--- src/rtl/mlb_pkg.sv ---
package mlb_pkg;
  typedef enum logic [2:0] {
    ST_IDLE, ST_RD_REQ, ST_RD_DATA, ST_WR_REQ, ST_WR_DATA, ST_DONE
  } mlb_state_e;

  localparam logic MODE_LOOP    = 1'b0;
  localparam logic MODE_COMPUTE = 1'b1;
endpackage

--- src/rtl/mlb_buf.sv ---
// Small word store: one synchronous write port, one combinational read port.
module mlb_buf #(
  parameter int DW        = 16,
  parameter int BUF_DEPTH = 16
) (
  input  logic                                                clk,
  input  logic                                                we,
  input  logic [((BUF_DEPTH > 1) ? $clog2(BUF_DEPTH) : 1)-1:0] waddr,
  input  logic [DW-1:0]                                       wdata,
  input  logic [((BUF_DEPTH > 1) ? $clog2(BUF_DEPTH) : 1)-1:0] raddr,
  output logic [DW-1:0]                                       rdata
);
  logic [DW-1:0] words [BUF_DEPTH];

  always_ff @(posedge clk) begin
    if (we) words[waddr] <= wdata;
  end

  assign rdata = words[raddr];
endmodule

--- src/rtl/mlb_mv.sv ---
// Streaming dot-product engine: one matrix word per beat, one result per row.
module mlb_mv #(
  parameter int DW        = 16,
  parameter int BUF_DEPTH = 16
) (
  input  logic                                                clk,
  input  logic                                                rst_n,
  input  logic                                                clear,
  input  logic                                                beat,
  input  logic [DW-1:0]                                       mat_word,
  input  logic [$clog2(BUF_DEPTH+1)-1:0]                      n,
  output logic [((BUF_DEPTH > 1) ? $clog2(BUF_DEPTH) : 1)-1:0] vec_addr,
  input  logic [DW-1:0]                                       vec_word,
  output logic                                                res_we,
  output logic [((BUF_DEPTH > 1) ? $clog2(BUF_DEPTH) : 1)-1:0] res_addr,
  output logic [DW-1:0]                                       res_data
);
  localparam int CW = $clog2(BUF_DEPTH + 1);
  localparam int AB = (BUF_DEPTH > 1) ? $clog2(BUF_DEPTH) : 1;

  function automatic logic [DW-1:0] mac(input logic [DW-1:0] acc,
                                        input logic [DW-1:0] a,
                                        input logic [DW-1:0] b);
    return acc + a * b;
  endfunction

  logic [CW-1:0] col_q, row_q;
  logic [DW-1:0] acc_q, acc_nx;
  logic          row_end;

  assign row_end  = (col_q == n - CW'(1));
  assign acc_nx   = mac((col_q == '0) ? '0 : acc_q, mat_word, vec_word);
  assign vec_addr = AB'(col_q);
  assign res_we   = beat && row_end;
  assign res_addr = AB'(row_q);
  assign res_data = acc_nx;

  always_ff @(posedge clk) begin
    if (!rst_n || clear) begin
      col_q <= '0;
      row_q <= '0;
      acc_q <= '0;
    end else if (beat) begin
      acc_q <= acc_nx;
      if (row_end) begin
        col_q <= '0;
        row_q <= row_q + CW'(1);
      end else begin
        col_q <= col_q + CW'(1);
      end
    end
  end

  // the column index never reaches N while matrix words stream in
  a_r7_col_in_row: assert property (@(posedge clk) disable iff (!rst_n)
    beat |-> (col_q < n));
  // every result lands in one of the N result slots
  a_r7_row_bound: assert property (@(posedge clk) disable iff (!rst_n)
    res_we |-> (row_q < n));
endmodule

--- src/rtl/mlb_ctrl.sv ---
module mlb_ctrl #(
  parameter int AW        = 32,
  parameter int DW        = 16,
  parameter int LW        = 8,
  parameter int BUF_DEPTH = 16
) (
  input  logic                                 clk,
  input  logic                                 rst_n,
  input  logic                                 start,
  input  logic                                 mode,
  input  logic [LW-1:0]                        burst_len,
  input  logic [LW-1:0]                        mat_size,
  input  logic [AW-1:0]                        rd_base,
  input  logic [AW-1:0]                        wr_base,
  output logic                                 done,
  output logic                                 rd_req_valid,
  input  logic                                 rd_req_ready,
  output logic [AW-1:0]                        rd_req_addr,
  output logic [2*$clog2(BUF_DEPTH+1)-1:0]     rd_req_len,
  input  logic                                 rd_data_valid,
  output logic                                 rd_data_ready,
  input  logic [DW-1:0]                        rd_data,
  output logic                                 wr_req_valid,
  input  logic                                 wr_req_ready,
  output logic [AW-1:0]                        wr_req_addr,
  output logic [$clog2(BUF_DEPTH+1)-1:0]       wr_req_len,
  output logic                                 wr_data_valid,
  input  logic                                 wr_data_ready,
  output logic [DW-1:0]                        wr_data,
  input  logic                                 wr_resp_valid
);
  import mlb_pkg::*;

  localparam int CW  = $clog2(BUF_DEPTH + 1);
  localparam int RLW = 2 * CW;
  localparam int AB  = (BUF_DEPTH > 1) ? $clog2(BUF_DEPTH) : 1;
  localparam logic [LW-1:0] DEPTH_L = LW'(BUF_DEPTH);

  // Size request clamped to what the buffers hold.
  function automatic logic [CW-1:0] clamp_len(input logic [LW-1:0] req);
    return (req > DEPTH_L) ? CW'(BUF_DEPTH) : CW'(req);
  endfunction

  // Words fetched per run: N in loopback, N + N*N in compute.
  function automatic logic [RLW-1:0] read_words(input logic m, input logic [CW-1:0] n);
    return (m == MODE_COMPUTE) ? (RLW'(n) + RLW'(n) * RLW'(n)) : RLW'(n);
  endfunction

  mlb_state_e     state_q, state_d;
  logic           mode_q;
  logic [CW-1:0]  n_q, wlen_q, wr_cnt;
  logic [RLW-1:0] rlen_q, rd_cnt;
  logic [AW-1:0]  rbase_q, wbase_q;

  // Named internal events
  logic          is_idle, start_ok, zero_len, rd_beat, wr_beat, rd_last;
  logic          wr_all_sent, vec_phase, buf_we, mv_beat;
  logic [CW-1:0] sel_len;

  assign is_idle     = (state_q == ST_IDLE) || (state_q == ST_DONE);
  assign start_ok    = start && is_idle;
  assign sel_len     = clamp_len((mode == MODE_COMPUTE) ? mat_size : burst_len);
  assign zero_len    = (sel_len == '0);
  assign rd_beat     = rd_data_valid && rd_data_ready;
  assign wr_beat     = wr_data_valid && wr_data_ready;
  assign rd_last     = rd_beat && (rd_cnt == rlen_q - RLW'(1));
  assign wr_all_sent = (wr_cnt == wlen_q);
  assign vec_phase   = (rd_cnt < RLW'(n_q));
  assign buf_we      = rd_beat && ((mode_q == MODE_LOOP) || vec_phase);
  assign mv_beat     = rd_beat && (mode_q == MODE_COMPUTE) && !vec_phase;

  // Buffers and compute engine
  logic [DW-1:0] buf_rdata, res_rdata, res_wdata;
  logic [AB-1:0] vec_addr, buf_raddr, res_waddr;
  logic          res_we;

  assign buf_raddr = (state_q == ST_WR_DATA) ? AB'(wr_cnt) : vec_addr;

  mlb_buf #(.DW(DW), .BUF_DEPTH(BUF_DEPTH)) u_data_buf (
    .clk(clk), .we(buf_we), .waddr(AB'(rd_cnt)), .wdata(rd_data),
    .raddr(buf_raddr), .rdata(buf_rdata)
  );

  mlb_mv #(.DW(DW), .BUF_DEPTH(BUF_DEPTH)) u_mv (
    .clk(clk), .rst_n(rst_n), .clear(start_ok), .beat(mv_beat),
    .mat_word(rd_data), .n(n_q), .vec_addr(vec_addr), .vec_word(buf_rdata),
    .res_we(res_we), .res_addr(res_waddr), .res_data(res_wdata)
  );

  mlb_buf #(.DW(DW), .BUF_DEPTH(BUF_DEPTH)) u_res_buf (
    .clk(clk), .we(res_we), .waddr(res_waddr), .wdata(res_wdata),
    .raddr(AB'(wr_cnt)), .rdata(res_rdata)
  );

  // Sequencer
  always_comb begin
    state_d = state_q;
    unique case (state_q)
      ST_IDLE, ST_DONE: if (start) state_d = zero_len ? ST_DONE : ST_RD_REQ;
      ST_RD_REQ:        if (rd_req_ready) state_d = ST_RD_DATA;
      ST_RD_DATA:       if (rd_last) state_d = ST_WR_REQ;
      ST_WR_REQ:        if (wr_req_ready) state_d = ST_WR_DATA;
      ST_WR_DATA:       if (wr_all_sent && wr_resp_valid) state_d = ST_DONE;
      default:          state_d = ST_IDLE;
    endcase
  end

  always_ff @(posedge clk) begin
    if (!rst_n) begin
      state_q <= ST_IDLE;
      mode_q  <= MODE_LOOP;
      n_q     <= '0;
      wlen_q  <= '0;
      rlen_q  <= '0;
      rbase_q <= '0;
      wbase_q <= '0;
      rd_cnt  <= '0;
      wr_cnt  <= '0;
    end else begin
      state_q <= state_d;
      if (start_ok) begin
        mode_q  <= mode;
        n_q     <= sel_len;
        wlen_q  <= sel_len;
        rlen_q  <= read_words(mode, sel_len);
        rbase_q <= rd_base;
        wbase_q <= wr_base;
        rd_cnt  <= '0;
        wr_cnt  <= '0;
      end else begin
        if (rd_beat) rd_cnt <= rd_cnt + RLW'(1);
        if (wr_beat) wr_cnt <= wr_cnt + CW'(1);
      end
    end
  end

  assign done          = (state_q == ST_DONE);
  assign rd_req_valid  = (state_q == ST_RD_REQ);
  assign rd_req_addr   = rbase_q;
  assign rd_req_len    = rlen_q;
  assign rd_data_ready = (state_q == ST_RD_DATA);
  assign wr_req_valid  = (state_q == ST_WR_REQ);
  assign wr_req_addr   = wbase_q;
  assign wr_req_len    = wlen_q;
  assign wr_data_valid = (state_q == ST_WR_DATA) && !wr_all_sent;
  assign wr_data       = (mode_q == MODE_COMPUTE) ? res_rdata : buf_rdata;

  // read request held steady under backpressure
  a_r3_rdreq_hold: assert property (@(posedge clk) disable iff (!rst_n)
    (rd_req_valid && !rd_req_ready) |=> (rd_req_valid && $stable(rd_req_addr) && $stable(rd_req_len)));
  // write request held steady under backpressure
  a_r3_wrreq_hold: assert property (@(posedge clk) disable iff (!rst_n)
    (wr_req_valid && !wr_req_ready) |=> (wr_req_valid && $stable(wr_req_addr) && $stable(wr_req_len)));
  // read and write data phases never overlap
  a_r4_one_phase: assert property (@(posedge clk) disable iff (!rst_n)
    !(rd_data_ready && wr_data_valid));
  // accepted read beats never exceed the request
  a_r4_rd_bound: assert property (@(posedge clk) disable iff (!rst_n)
    rd_cnt <= rlen_q);
  // write request only once all read beats are in
  a_r6_write_after_read: assert property (@(posedge clk) disable iff (!rst_n)
    wr_req_valid |-> (rd_cnt == rlen_q));
  // done holds until a start arrives
  a_r9_done_hold: assert property (@(posedge clk) disable iff (!rst_n)
    (done && !start) |=> done);
  // zero-size start finishes without a request
  a_r10_zero_quiet: assert property (@(posedge clk) disable iff (!rst_n)
    (start_ok && zero_len) |=> (done && !rd_req_valid && !wr_req_valid));
  // start while busy leaves the latched run parameters alone
  a_r2_busy_ignore: assert property (@(posedge clk) disable iff (!rst_n)
    (start && !is_idle) |=> ($stable(rbase_q) && $stable(wbase_q) && $stable(mode_q) && $stable(rlen_q)));
endmodule

--- config.mk ---
export PLATFORM = sky130hd
export DESIGN_NAME = mlb_ctrl
export DESIGN_NICKNAME = d
export VERILOG_FILES = /design/src/rtl/mlb_pkg.sv /design/src/rtl/mlb_buf.sv /design/src/rtl/mlb_mv.sv /design/src/rtl/mlb_ctrl.sv
export SDC_FILE = /design/constraint.sdc
export NUM_CORES = 1
export LEC_CHECK = 0
export CORE_UTILIZATION = 50
export DETAILED_ROUTE_END_ITERATION = 16
export DONT_BUFFER_PORTS = 1
export GPL_TIMING_DRIVEN = 0
export SYNTH_ARGS = -nofsm -noshare
export SYNTH_HDL_FRONTEND = slang
export SYNTH_SLANG_ARGS = --single-unit
--- constraint.sdc ---
create_clock -name clk -period 26.4 [get_ports clk]
set_clock_uncertainty 0.2 [all_clocks]
set_input_delay 1.32 -clock clk [delete_from_list [all_inputs] [get_ports clk]]
set_output_delay 1.32 -clock clk [all_outputs]
set_load 0.005 [all_outputs]
## Yosys cells after proc, flatten, opt, wreduce, memory -nomap -nowiden

Memory sizes are Yosys's and may differ from the RTL's. A register that Yosys moved wholly into a read port is not among the register bits.
Index checks and enable logic that the tools add are counted.

- $add $sub $neg: 8
- Bitwise gates (word level): 2
- Mux-type cells: 20
- Equal/unequal tests: 13
- Reduce and logical (&&, ||, !) cells: 23
- $mul: 2
- Order comparisons: 2

Operator list:

| kind | count |
|---|---|
| $mux W16 | 2 |
| $mux W3 | 6 |
| $add A16 B16 Y16 | 1 |
| $mul A16 B16 Y16 | 1 |
| $add A5 B1 Y5 const B | 3 |
| $pmux W3 S5 | 1 |
| $mux W4 | 3 |
| $add A10 B1 Y10 const B | 1 |
| $add A5 B10 Y10 | 1 |
| $eq A10 B10 Y1 | 1 |
| $eq A5 B5 Y1 | 2 |
| $logic_and A1 B1 Y1 | 10 |
| $logic_not A5 Y1 | 2 |
| $lt A10 B5 Y1 | 1 |
| $mul A5 B5 Y10 | 1 |
| $mux W10 | 1 |
| $mux W5 | 2 |
| $sub A10 B1 Y10 const B | 1 |
| $gt A8 B5 Y1 const B | 1 |
| $mux W8 | 1 |
| $ne A2 B1 Y1 const B | 4 |
| $eq A3 B2 Y1 const B | 2 |
| $eq A3 B3 Y1 const B | 2 |
| $reduce_and A5 Y1 | 1 |
| other kinds (10) | 19 |

- Word-level logic and storage cells: 83
- Input bits: 105
- Memories kept: 2
- Memory bits (writable): 512
- Output and inout port bits: 100
- Bits in registers: 124

Memories:

| name | words | width | rd ports | clocked after memory_dff | wr ports | RTL line | source |
|---|---|---|---|---|---|---|---|
| u_data_buf.words | 16 | 16 | 1 | 0 | 1 | mlb_buf.sv:13 | `logic [DW-1:0] words [BUF_DEPTH];` |
| u_res_buf.words | 16 | 16 | 1 | 1 | 1 | mlb_buf.sv:13 |  |

## Longest topological paths before layout

Gate-level depths: netlist of the first run.

- Depth after elaboration: 7
- Mapped depth: 38
- Depth with buffers taken out: 32

## Cells and area by module

From an unflattened synthesis of the first run, not the netlist that was laid out.

- Cell total of the unflattened synthesis: 2108
- Area total of the unflattened synthesis: 30101.4 µm²

By module, submodules not included:

| module | times used | area each (µm²) | cells each | seq. area each (µm²) |
|---|---|---|---|---|
| mlb_buf (u_res_buf) | 1 | 9723.1 | 416 | 7687.4 |
| mlb_buf (u_data_buf) | 1 | 9721.8 | 416 | 7687.4 |
| mlb_mv | 1 | 5522.8 | 641 | 500.5 |
| mlb_ctrl | 1 | 5133.7 | 635 | 1961.9 |

## Worst setup path after synthesis of the first run

OpenSTA, ideal clock, no wires.

- Path kind: register to register
- From: register state_q[0]
- To: register u_mv.acc_q[15]
- Slack: 17.824 ns
- Buffers on the path: 6
- Library setup time: 0.067 ns
- Stages on the path, launching flop included: 31
- Period minus slack after synthesis: 8.576 ns
- Required time: 26.133 ns
- Arrival time: 8.309 ns
- Path through: dfxtp_1 -> or3b_1 -> buf_4 -> buf_6 -> a21o_2 -> buf_4 -> buf_4 -> buf_4 -> mux2i_1 -> mux4_2 -> nand2_1 -> o31a_1 -> clkbuf_1 -> nand2_1 -> fa_1 -> fa_1 -> fa_1 -> fa_1 -> fa_1 -> fa_1 -> xnor2_1 -> xnor2_1 -> xnor2_1 -> xnor2_1 -> xnor2_1 -> xnor2_1 -> xnor3_1 -> xnor3_1 -> xnor2_1 -> mux2i_1 -> nor2_1

- Longest elaborated chain between the ends: 5
- Elaborated cells on any way between the ends: 14
- Classes of those cells: add/sub: 1; mul: 1; eq/ne: 3; mux: 1; reduce/logical: 7; memory: 1

Ends and longest elaborated chain:

| element | RTL line | source |
|---|---|---|
| start, declared | mlb_ctrl.sv:49 | `mlb_state_e state_q, state_d;` |
| start signal, assigned | mlb_ctrl.sv:120 | `state_q <= state_d;` |
| $eq A3 B3 Y1 | mlb_ctrl.sv:77 | `assign buf_raddr = (state_q == ST_WR_DATA) ? AB'(wr_cnt) : vec_addr;` |
| $mux W4 | mlb_ctrl.sv:77 |  |
| $mem_v2 Z16 W16 | -- |  |
| $mul A16 B16 Y16 | mlb_mv.sv:24 | `return acc + a * b;` |
| $add A16 B16 Y16 | mlb_mv.sv:24 |  |
| via res_wdata[15] | mlb_ctrl.sv:73 | `logic [DW-1:0] buf_rdata, res_rdata, res_wdata;` |
| end signal, assigned | mlb_mv.sv:44 | `acc_q <= acc_nx;` |
| end, declared | mlb_mv.sv:28 | `logic [DW-1:0] acc_q, acc_nx;` |

The timed path passes the listed nets, and every way through them passes these cells.
A chain may end at the register's enable or synchronous reset.

## Worst setup path in the final report of the first run

- From: register state_q[0]
- To: memory u_res_buf.words[7][15] (data pin)

- Longest elaborated chain between the ends: 5

Ends and longest elaborated chain:

| element | RTL line |
|---|---|
| $eq A3 B3 Y1 | mlb_ctrl.sv:77 |
| $mux W4 | mlb_ctrl.sv:77 |
| $mem_v2 Z16 W16 | -- |
| $mul A16 B16 Y16 | mlb_mv.sv:24 |
| $add A16 B16 Y16 | mlb_mv.sv:24 |
| via res_wdata[15] | mlb_ctrl.sv:73 |
| end, declared | mlb_buf.sv:13 |

The timed path passes the listed nets, and every way through them passes these cells.

==> results of run 1 <==
[cell type report]
type / instances / area, um^2
Inverter: 180 / 676
Clock inverter: 37 / 335
Timing Repair Buffer: 36 / 551
Antenna cell: 1 / 2.50
Sequential cell: 639 / 17900
Multi-Input combinational cell: 1390 / 11900
Clock buffer: 89 / 1870
Tap cell: 782 / 978
Buffer: 121 / 573
Fill cell: 4832 / 25900
[sequential cells by signal, summed over array words and instances, names as in the netlist, named ones only]
signal and count:
wr_req_len 5, rd_req_len 10, wr_req_addr 32, u_mv.acc_q 16, mode_q 1, u_res_buf.words 256
u_mv.row_q 4, rd_req_addr 32, u_mv.col_q 5, state_q 3, rd_cnt 10, wr_cnt 5
u_data_buf.words 256
[cell families (layout without fill, tap and decap cells)]
logic type / count (synthesis) / count (layout) / synth area share, %
multiplexers: 215 / 215 / 10.6
buffers and inverters: 301 / 463 / 4.04
adder cells (fa/ha/maj): 183 / 183 / 9.86
other: 1 / 5 / 0.0121
AND/OR/NAND/NOR: 688 / 688 / 9.82
flip-flops: 639 / 639 / 58.0
XOR/XNOR: 88 / 88 / 2.67
AO/OA/AOI/OAI: 212 / 212 / 5.03
[worst paths after layout]
| kind | from | endpoint | slack [ps] | depth (start not counted) |
|---|---|---|---|---|
| max | state_q[0]$_SDFFE_PN0P_ | u_res_buf.words[7][15]$_DFFE_PP_ | 16130 | 28 |
| min | u_mv.acc_q[0]$_SDFFE_PP0P_ | u_mv.acc_q[0]$_SDFFE_PP0P_ | 250 | 2 |
| max reg2reg | state_q[0]$_SDFFE_PN0P_ | u_res_buf.words[7][15]$_DFFE_PP_ | 16130 | 28 |
| min reg2reg | u_mv.acc_q[0]$_SDFFE_PP0P_ | u_mv.acc_q[0]$_SDFFE_PP0P_ | 250 | 2 |
[per-layer routing]
layer,track usage [%],share of wire [%]
met1,32.9,41
met2,44.2,50
met3,4.85,6.4
met4,8.20,2.4
met5,0,0
[power by group through the flow]
| stage | combinational [W] | clock (W) | sequential, W |
|---|---|---|---|
| final | 0.00139 | 0.000945 | 0.00168 |
| after detailed placement | 0.00131 | 0 | 0.00171 |
| after global routing | 0.00154 | 0.000997 | 0.00168 |
| after floorplan | 0.000852 | 0 | 0.00168 |
| after CTS | 0.00131 | 0.000960 | 0.00169 |
| after global placement | 0.00124 | 0 | 0.00171 |
[cell usage in the layout (no fill, tap or decap), drive strengths merged, types with 16 or more instances in the layout]
master  netlist  routed
clkinv        1      30
ha           82      82
nor2         87      87
mux2         23      23
buf          46      82
inv         179     181
xor2         39      39
o21ai        18      18
mux2i       107     107
a21oi        34      34
and2         66      66
mux4         85      85
xnor2        45      45
fa          101     101
nand2       421     421
nor3         18      18
clkbuf       75     164
edfxtp      512     512
nand4        16      16
a21boi       69      69
dfxtp       127     127
[worst min-delay path, cell delays in order (launching register included)]
cell and delay (ps):
dfxtp_1 300, nand2_1 50, a21oi_1 50
[through the flow]
stage                     worst slack (ps)  instances
final                                16130       3275
after global routing                 15710       3274
after CTS                            15580       3274
after detailed placement             15660       3148
after global placement               15810       3112
after floorplan                      17820       2330
==> impl_metrics.env, run 1 <==
export IMPL_ys_seq_area_share_pct=58.0
export IMPL_initial_core_util_pct=50.9
export IMPL_final_area_um2=34800
export IMPL_synth_warnings=0
export IMPL_combPwrFrac_pct=34.6
export IMPL_swShare_pct=35.2
export IMPL_synth_most_common_cell="edfxtp_1"
export IMPL_cpPeakStageDelay_ps=800
export IMPL_synth_edff_count=512
export IMPL_crit_family="adder cells"
export IMPL_firstDrtPassIters=7
export IMPL_path_clk_slew_ps=60
export IMPL_outcome="completed"
export IMPL_cts_resized=0
export IMPL_path_class="reg2reg"
export IMPL_syn_area_per_cell_um2=13.3
export IMPL_die_area_um2=62800
export IMPL_num_rows=90
export IMPL_place_area_um2=32600
export IMPL_gp_congestion=0.848
export IMPL_tightest_slew_ps=1390
export IMPL_drv_slew=0
export IMPL_vias_per_cell=5.73
export IMPL_grt_pass1_vias=19400
export IMPL_post_cts_buffers=0
export IMPL_clockPowerShare_pct=23.5
export IMPL_cts_buffers=69
export IMPL_min_path_type="reg2reg"
export IMPL_seqPwrFrac_pct=41.9
export IMPL_cts_max_level=3
export IMPL_root_buffer="clkbuf_16"
export IMPL_coreArea_um2=60700
export IMPL_grt_max_degree=25
export IMPL_postSynthCellCount=2327
export IMPL_overflow=0
export IMPL_timing_hold_ws_ps=249
export IMPL_rsz0062_at_grt="false"
export IMPL_critPathRequiredTime_ps=26470
export IMPL_ys_async_sr_fraction_pct=0
export IMPL_grt_first_pass_wirelength_um=120000
export IMPL_drtAntennaViolNets=0
export IMPL_power_switching_w=0.00141
export IMPL_yosysTopAreaCellShare_pct=49.7
export IMPL_p_int_w=0.00260
export IMPL_drive_above_1_share_pct=13.3
export IMPL_slew_headroom_pct=6.72
export IMPL_tns_ps=0
export IMPL_antenna_found_initial=1
export IMPL_route_detailed_drc=0
export IMPL_max_freq_mhz=97.4
export IMPL_vias=18800
export IMPL_clkLatencyLatePin_ps=630
export IMPL_synthTopCellsByCount="edfxtp_1, nand2_1, inv_1, dfxtp_1, mux2i_1"
export IMPL_finalSetupViolCount=0
export IMPL_period_share_pct=38.9
export IMPL_ys_types=72
export IMPL_clkSinkCount=639
export IMPL_startpoint_type="flop"
export IMPL_synth_area_um2=30900
export IMPL_ys_flop_type="edfxtp_1"
export IMPL_drtIter0Drc=1526
export IMPL_final_core_util_pct=57.4
export IMPL_cts_buffer_depth=3
export IMPL_ys_ff_latch=639
export IMPL_dieHeight_um=251
export IMPL_finalWirelength_um=79800
export IMPL_path_max_fanout=17
export IMPL_synth_area_leaders="edfxtp_1, dfxtp_1, fa_1, mux4_2, nand2_1"
export IMPL_area_growth_syn_to_layout_pct=12.6
export IMPL_power_leakage_nw=12.8
export IMPL_period_minus_slack_ps=10270
export IMPL_hold_violations=0
export IMPL_critical_path_buf_inv_count=7
export IMPL_arrival_ps=10340
export IMPL_cts_tree="done"
export IMPL_wl_per_cell_um=24.4
export IMPL_cp_slowest_cell="buf_1"
export IMPL_holdBufCountCts=0
export IMPL_p_total_w=0.00401
export IMPL_dp_hpwl_um=56900
export IMPL_num_nets_final=2725
export IMPL_endpoint_kind="flop"
export IMPL_power_density_nw_per_um2=115
export IMPL_ioPinCount=205
export IMPL_max_cap_violations=0
export IMPL_synth_top_cell_by_area="edfxtp_1"
export IMPL_irDropWorstVdd_mv=0.339
export IMPL_die_x_um=251
export IMPL_track_usage_pct=25.7
export IMPL_io_buffers=0
No activity file was read; power rests on OpenSTA's default activity.
==> run 2, diff against run 1 <==
Clock period 26.4 ns to 10.1 ns, I/O delays scaled along.
==> impl_metrics.env, run 2 (same netlist as run 1, synthesis figures left out) <==
export IMPL_dieHeight_um=251
export IMPL_max_freq_mhz=105
export IMPL_cts_tree="done"
export IMPL_drive_above_1_share_pct=13.1
export IMPL_overflow=0
export IMPL_rsz0062_at_grt="false"
export IMPL_outcome="completed"
export IMPL_grt_pass1_vias=19800
export IMPL_hold_violations=0
export IMPL_grt_max_degree=20
export IMPL_cts_max_level=3
export IMPL_root_buffer="clkbuf_16"
export IMPL_vias=19200
export IMPL_max_cap_violations=0
export IMPL_num_nets_final=2805
export IMPL_die_x_um=251
export IMPL_startpoint_type="flop"
export IMPL_num_rows=90
export IMPL_irDropWorstVdd_mv=0.870
export IMPL_fillers=4737
export IMPL_finalWirelength_um=81700
export IMPL_dp_hpwl_um=56900
export IMPL_area_growth_syn_to_layout_pct=15.3
export IMPL_io_buffers=0
export IMPL_seqPwrFrac_pct=41.3
export IMPL_combPwrFrac_pct=35.3
export IMPL_p_int_w=0.00684
export IMPL_cts_buffer_depth=3
export IMPL_path_clk_slew_ps=60
export IMPL_drtAntennaViolNets=0
export IMPL_cp_slowest_cell="mux2i_2"
export IMPL_slew_headroom_pct=8.31
export IMPL_top_regs="u_data_buf.words (256), u_res_buf.words (256)"
export IMPL_final_common_cell="edfxtp_1"
export IMPL_power_switching_w=0.00373
export IMPL_ioPinCount=205
export IMPL_drtIter0Drc=1650
export IMPL_power_leakage_nw=13.2
export IMPL_clkLatencyLatePin_ps=630
export IMPL_drv_slew=0
export IMPL_grt_first_pass_wirelength_um=122000
export IMPL_endpoint_kind="flop"
export IMPL_period_share_pct=94.7
export IMPL_tightest_slew_ps=1370
export IMPL_finalSetupViolCount=0
export IMPL_firstDrtPassIters=5
export IMPL_route_detailed_drc=0
export IMPL_die_area_um2=62800
export IMPL_post_cts_buffers=0
export IMPL_period_minus_slack_ps=9570
export IMPL_clkSinkCount=639
export IMPL_clockPowerShare_pct=23.4
export IMPL_arrival_ps=9920
export IMPL_tns_ps=0
export IMPL_antenna_found_initial=4
export IMPL_track_usage_pct=26.3
export IMPL_cpPeakStageDelay_ps=570
export IMPL_gp_congestion=0.848
export IMPL_cts_buffers=69
export IMPL_path_max_fanout=17
export IMPL_min_path_type="in2reg"
export IMPL_swShare_pct=35.3
export IMPL_path_class="reg2reg"
export IMPL_critPathRequiredTime_ps=10460
export IMPL_coreArea_um2=60700
export IMPL_vias_per_cell=5.71
export IMPL_power_density_nw_per_um2=297
export IMPL_layout_common_cells="edfxtp_1, nand2_1, inv_1"
export IMPL_timing_hold_ws_ps=58.3
export IMPL_wl_per_cell_um=24.3
export IMPL_initial_core_util_pct=50.9
run 2: cell type report:
class | count | area, um^2 | share of cell area, %
Tap cell | 782 | 978 | 2.74
Multi-Input combinational cell | 1390 | 11900 | 33.5
Clock inverter | 37 | 335 | 0.941
Antenna cell | 3 | 7.51 | 0.0211
Timing Repair Buffer | 117 | 1360 | 3.81
Clock buffer | 89 | 1870 | 5.23
Buffer | 120 | 571 | 1.60
Inverter | 180 | 676 | 1.90
Sequential cell | 639 | 17900 | 50.3
run 2: final timing paths:
kind | depth (start not counted) | slack (ps) | start | endpoint
max | 30 | 530 | state_q[0]$_SDFFE_PN0P_ | u_mv.acc_q[15]$_SDFFE_PP0P_
min reg2reg | 2 | 250 | u_mv.acc_q[0]$_SDFFE_PP0P_ | u_mv.acc_q[0]$_SDFFE_PP0P_
min | 3 | 60 | burst_len[1] | rd_req_len[1]$_SDFFE_PN0P_
max reg2reg | 30 | 530 | state_q[0]$_SDFFE_PN0P_ | u_mv.acc_q[15]$_SDFFE_PP0P_
run 2: repair_timing:
item / CTS / global route
hold endpoints to repair: 320 / 0
hold buffers: 80 / 0
gates resized for setup: 1 / 6
setup endpoints to repair: 17 / 17
run 2: power groups by stage:
| stage | clock network (W) | registers (W) | logic, W |
|---|---|---|---|
| floorplan | 0 | 0.00440 | 0.00223 |
| global placement | 0 | 0.00429 | 0.00304 |
| detailed placement | 0 | 0.00424 | 0.00315 |
| CTS | 0.00251 | 0.00429 | 0.00337 |
| global route | 0.00261 | 0.00437 | 0.00413 |
| finish | 0.00247 | 0.00437 | 0.00373 |
run 2: metrics by stage:
step / util, % / total power, W / cells / setup slack, ps / area (um^2)
6_report: 58.7 / 0.0106 / 3357 / 535 / 35600
5_1_grt: 58.7 / 0.0111 / 3354 / 70.3 / 35600
4_1_cts: 58.6 / 0.0102 / 3353 / 44.5 / 35600
3_5_place_dp: 53.6 / 0.00739 / 3148 / -644 / 32600
3_3_place_gp: 52.6 / 0.00733 / 3112 / -486 / 31900
2_1_floorplan: - / 0.00663 / 2330 / 1520 / 30900
run 2: critical path, delay by kind of cell (launching register included):
kind                     cells  cell delay, ps
adder cells (fa/ha/maj)      6            2740
buffers and inverters        7            1710
XOR/XNOR                     9            2330
flip-flops                   1             400
AND/OR/NAND/NOR              3             700
multiplexers                 5            1450
run 2: layer usage:
| metal | vias to the layer above | track usage [%] | wire length, um |
|---|---|---|---|
| met3 | 126 | 4.56 | 5250 |
| met4 | 2 | 8.10 | 2060 |
| met2 | 700 | 45.7 | 41300 |
| li1 | 8600 | - | - |
| met1 | 9727 | 33.5 | 33000 |
| met5 | - | 0 | 13 |
==> run 3, diff against run 2 <==
Settings changed: PLACE_DENSITY from default to 0.77.
==> impl_metrics.env, run 3 (same netlist as run 1, synthesis figures left out) <==
export IMPL_outcome="completed"
export IMPL_rsz0062_at_grt="false"
export IMPL_seq_area_um2=17900
export IMPL_power_switching_w=0.00356
export IMPL_clockPowerShare_pct=23.8
export IMPL_drtAntennaViolNets=0
export IMPL_coreArea_um2=60700
export IMPL_slew_headroom_pct=2.92
export IMPL_fillers=4425
export IMPL_num_nets_final=2801
export IMPL_max_freq_mhz=103
export IMPL_multi_input_comb_area_um2=11900
export IMPL_endpoint_kind="flop"
export IMPL_period_minus_slack_ps=9700
export IMPL_cp_slowest_cell="mux2i_1"
export IMPL_final_common_cell="edfxtp_1"
export IMPL_dieHeight_um=251
export IMPL_track_usage_pct=25.9
export IMPL_firstDrtPassIters=6
export IMPL_cts_buffer_depth=3
export IMPL_num_rows=90
export IMPL_crit_path_start="state_q[0]$_SDFFE_PN0P_"
export IMPL_dp_worst_setup_slack_ps=-542
export IMPL_root_buffer="clkbuf_16"
export IMPL_min_path_type="in2reg"
export IMPL_timing_final_ws_setup_ps=402
export IMPL_vias=19900
export IMPL_grt_first_pass_wirelength_um=122000
export IMPL_combPwrFrac_pct=34.4
export IMPL_critPathRequiredTime_ps=10450
export IMPL_overflow=0
export IMPL_p_int_w=0.00676
export IMPL_startpoint_type="flop"
export IMPL_vias_per_cell=5.93
export IMPL_path_max_fanout=17
export IMPL_cts_buffers=67
export IMPL_path_clk_slew_ps=60
export IMPL_layout_common_cells="edfxtp_1, nand2_1, inv_1"
export IMPL_antenna_found_initial=1
export IMPL_power_density_nw_per_um2=290
export IMPL_max_cap_violations=0
export IMPL_drv_slew=0
export IMPL_grt_max_degree=20
export IMPL_gp_congestion=0.886
export IMPL_power_leakage_nw=13.1
export IMPL_worst_hold_startpoint="rst_n"
export IMPL_cts_tree="done"
export IMPL_irDropWorstVdd_mv=0.474
export IMPL_tightest_slew_ps=1450
export IMPL_cpPeakStageDelay_ps=910
export IMPL_reg2reg_from="state_q[0]$_SDFFE_PN0P_"
export IMPL_io_buffers=0
export IMPL_period_share_pct=96.0
export IMPL_top_regs="u_data_buf.words (256), u_res_buf.words (256)"
export IMPL_ioPinCount=205
export IMPL_clkSinkCount=639
export IMPL_arrival_ps=10050
export IMPL_finalWirelength_um=81200
export IMPL_final_core_util_pct=58.7
export IMPL_drive_above_1_share_pct=12.7
export IMPL_path_class="reg2reg"
export IMPL_hold_violations=0
export IMPL_seqPwrFrac_pct=41.7
export IMPL_cts_max_level=3
export IMPL_dp_hpwl_um=55100
export IMPL_finalSetupViolCount=0
export IMPL_die_area_um2=62800
export IMPL_route_detailed_drc=0
export IMPL_grt_pass1_vias=20500
export IMPL_swShare_pct=34.5
export IMPL_clkLatencyLatePin_ps=630
export IMPL_place_inst=3145
export IMPL_drtIter0Drc=1933
export IMPL_die_x_um=251
export IMPL_area_growth_syn_to_layout_pct=15.2
export IMPL_finalNonFillerCells=3353
export IMPL_initial_core_util_pct=50.9
export IMPL_wl_per_cell_um=24.2
run 3: cell types whose count changed in the layout (fill, tap and decap cells not counted), sizes merged:
cell	change
dlygate4sd3	+1
bufinv	+2
clkinv	-4
clkbuf	-2
clkinvlp	-1
inv	+1
buf	-3
diode	+2
run 3: repair_timing:
action | 4_1_cts | 5_1_grt
buffers inserted | 0 | 0
pin swaps | 0 | 0
hold buffers | 81 | 0
endpoints found under the setup margin | 17 | 17
resized for setup | 1 | 5
hold endpoints to repair | 321 | 0
run 3: final cells by class:
| cell class | instances | area share [%] |
|---|---|---|
| antenna | 5 | 0.0351 |
| buffer | 120 | 1.60 |
| clock buffer | 87 | 4.98 |
| clock inverter | 35 | 1.22 |
| inverter | 180 | 1.90 |
| multi-input combinational | 1390 | 33.5 |
| sequential | 639 | 50.3 |
| tap | 782 | 2.75 |
| timing repair buffer | 115 | 3.71 |
run 3: power by group through the flow:
| stage | Sequential [W] | Combinational (W) | Clock (W) |
|---|---|---|---|
| 2_1_floorplan | 0.00440 | 0.00223 | 0 |
| 3_3_place_gp | 0.00436 | 0.00297 | 0 |
| 3_5_place_dp | 0.00432 | 0.00313 | 0 |
| 4_1_cts | 0.00433 | 0.00332 | 0.00249 |
| 5_1_grt | 0.00430 | 0.00389 | 0.00259 |
| 6_report | 0.00431 | 0.00356 | 0.00246 |
run 3: path summary, 6_finish.rpt:
kind              slack [ps]                     endpoint  cells after the start
setup reg to reg         400  u_mv.acc_q[15]$_SDFFE_PP0P_                     30
hold / removal            80   u_mv.acc_q[2]$_SDFFE_PP0P_                      2
setup / recovery         400  u_mv.acc_q[15]$_SDFFE_PP0P_                     30
hold reg to reg          250   u_mv.acc_q[0]$_SDFFE_PP0P_                      2
run 3: per-stage QoR:
stage	setup TNS [ps]	instance area, um^2	power (W)	hold slack, ps
finish	0	35600	0.0103	83.4
CTS	0	35500	0.0101	54.7
global route	0	35600	0.0108	132
detailed placement	-9190	32500	0.00745	244
floorplan	0	30900	0.00663	232
global placement	-3670	31900	0.00732	238
run 3: critical path, delay by kind of cell, from the launching register on:
family	cells	cell delay, ps
xor gates and xnor gates	9	2350
adders and majority gates	6	2960
buffers and inverters	7	1270
DFF	1	360
muxes	5	1760
and+or+nand+nor	3	700
run 3: routing by layer:
| metal | vias up | part of all wire (%) | GRT usage [%] |
|---|---|---|---|
| met3 | 225 | 9.3 | 5.66 |
| met4 | 0 | 3.9 | 10.4 |
| li1 | 8594 | - | - |
| met2 | 1088 | 49 | 43.2 |
| met1 | 9992 | 38 | 32.9 |
| met5 | - | 0 | 0 |
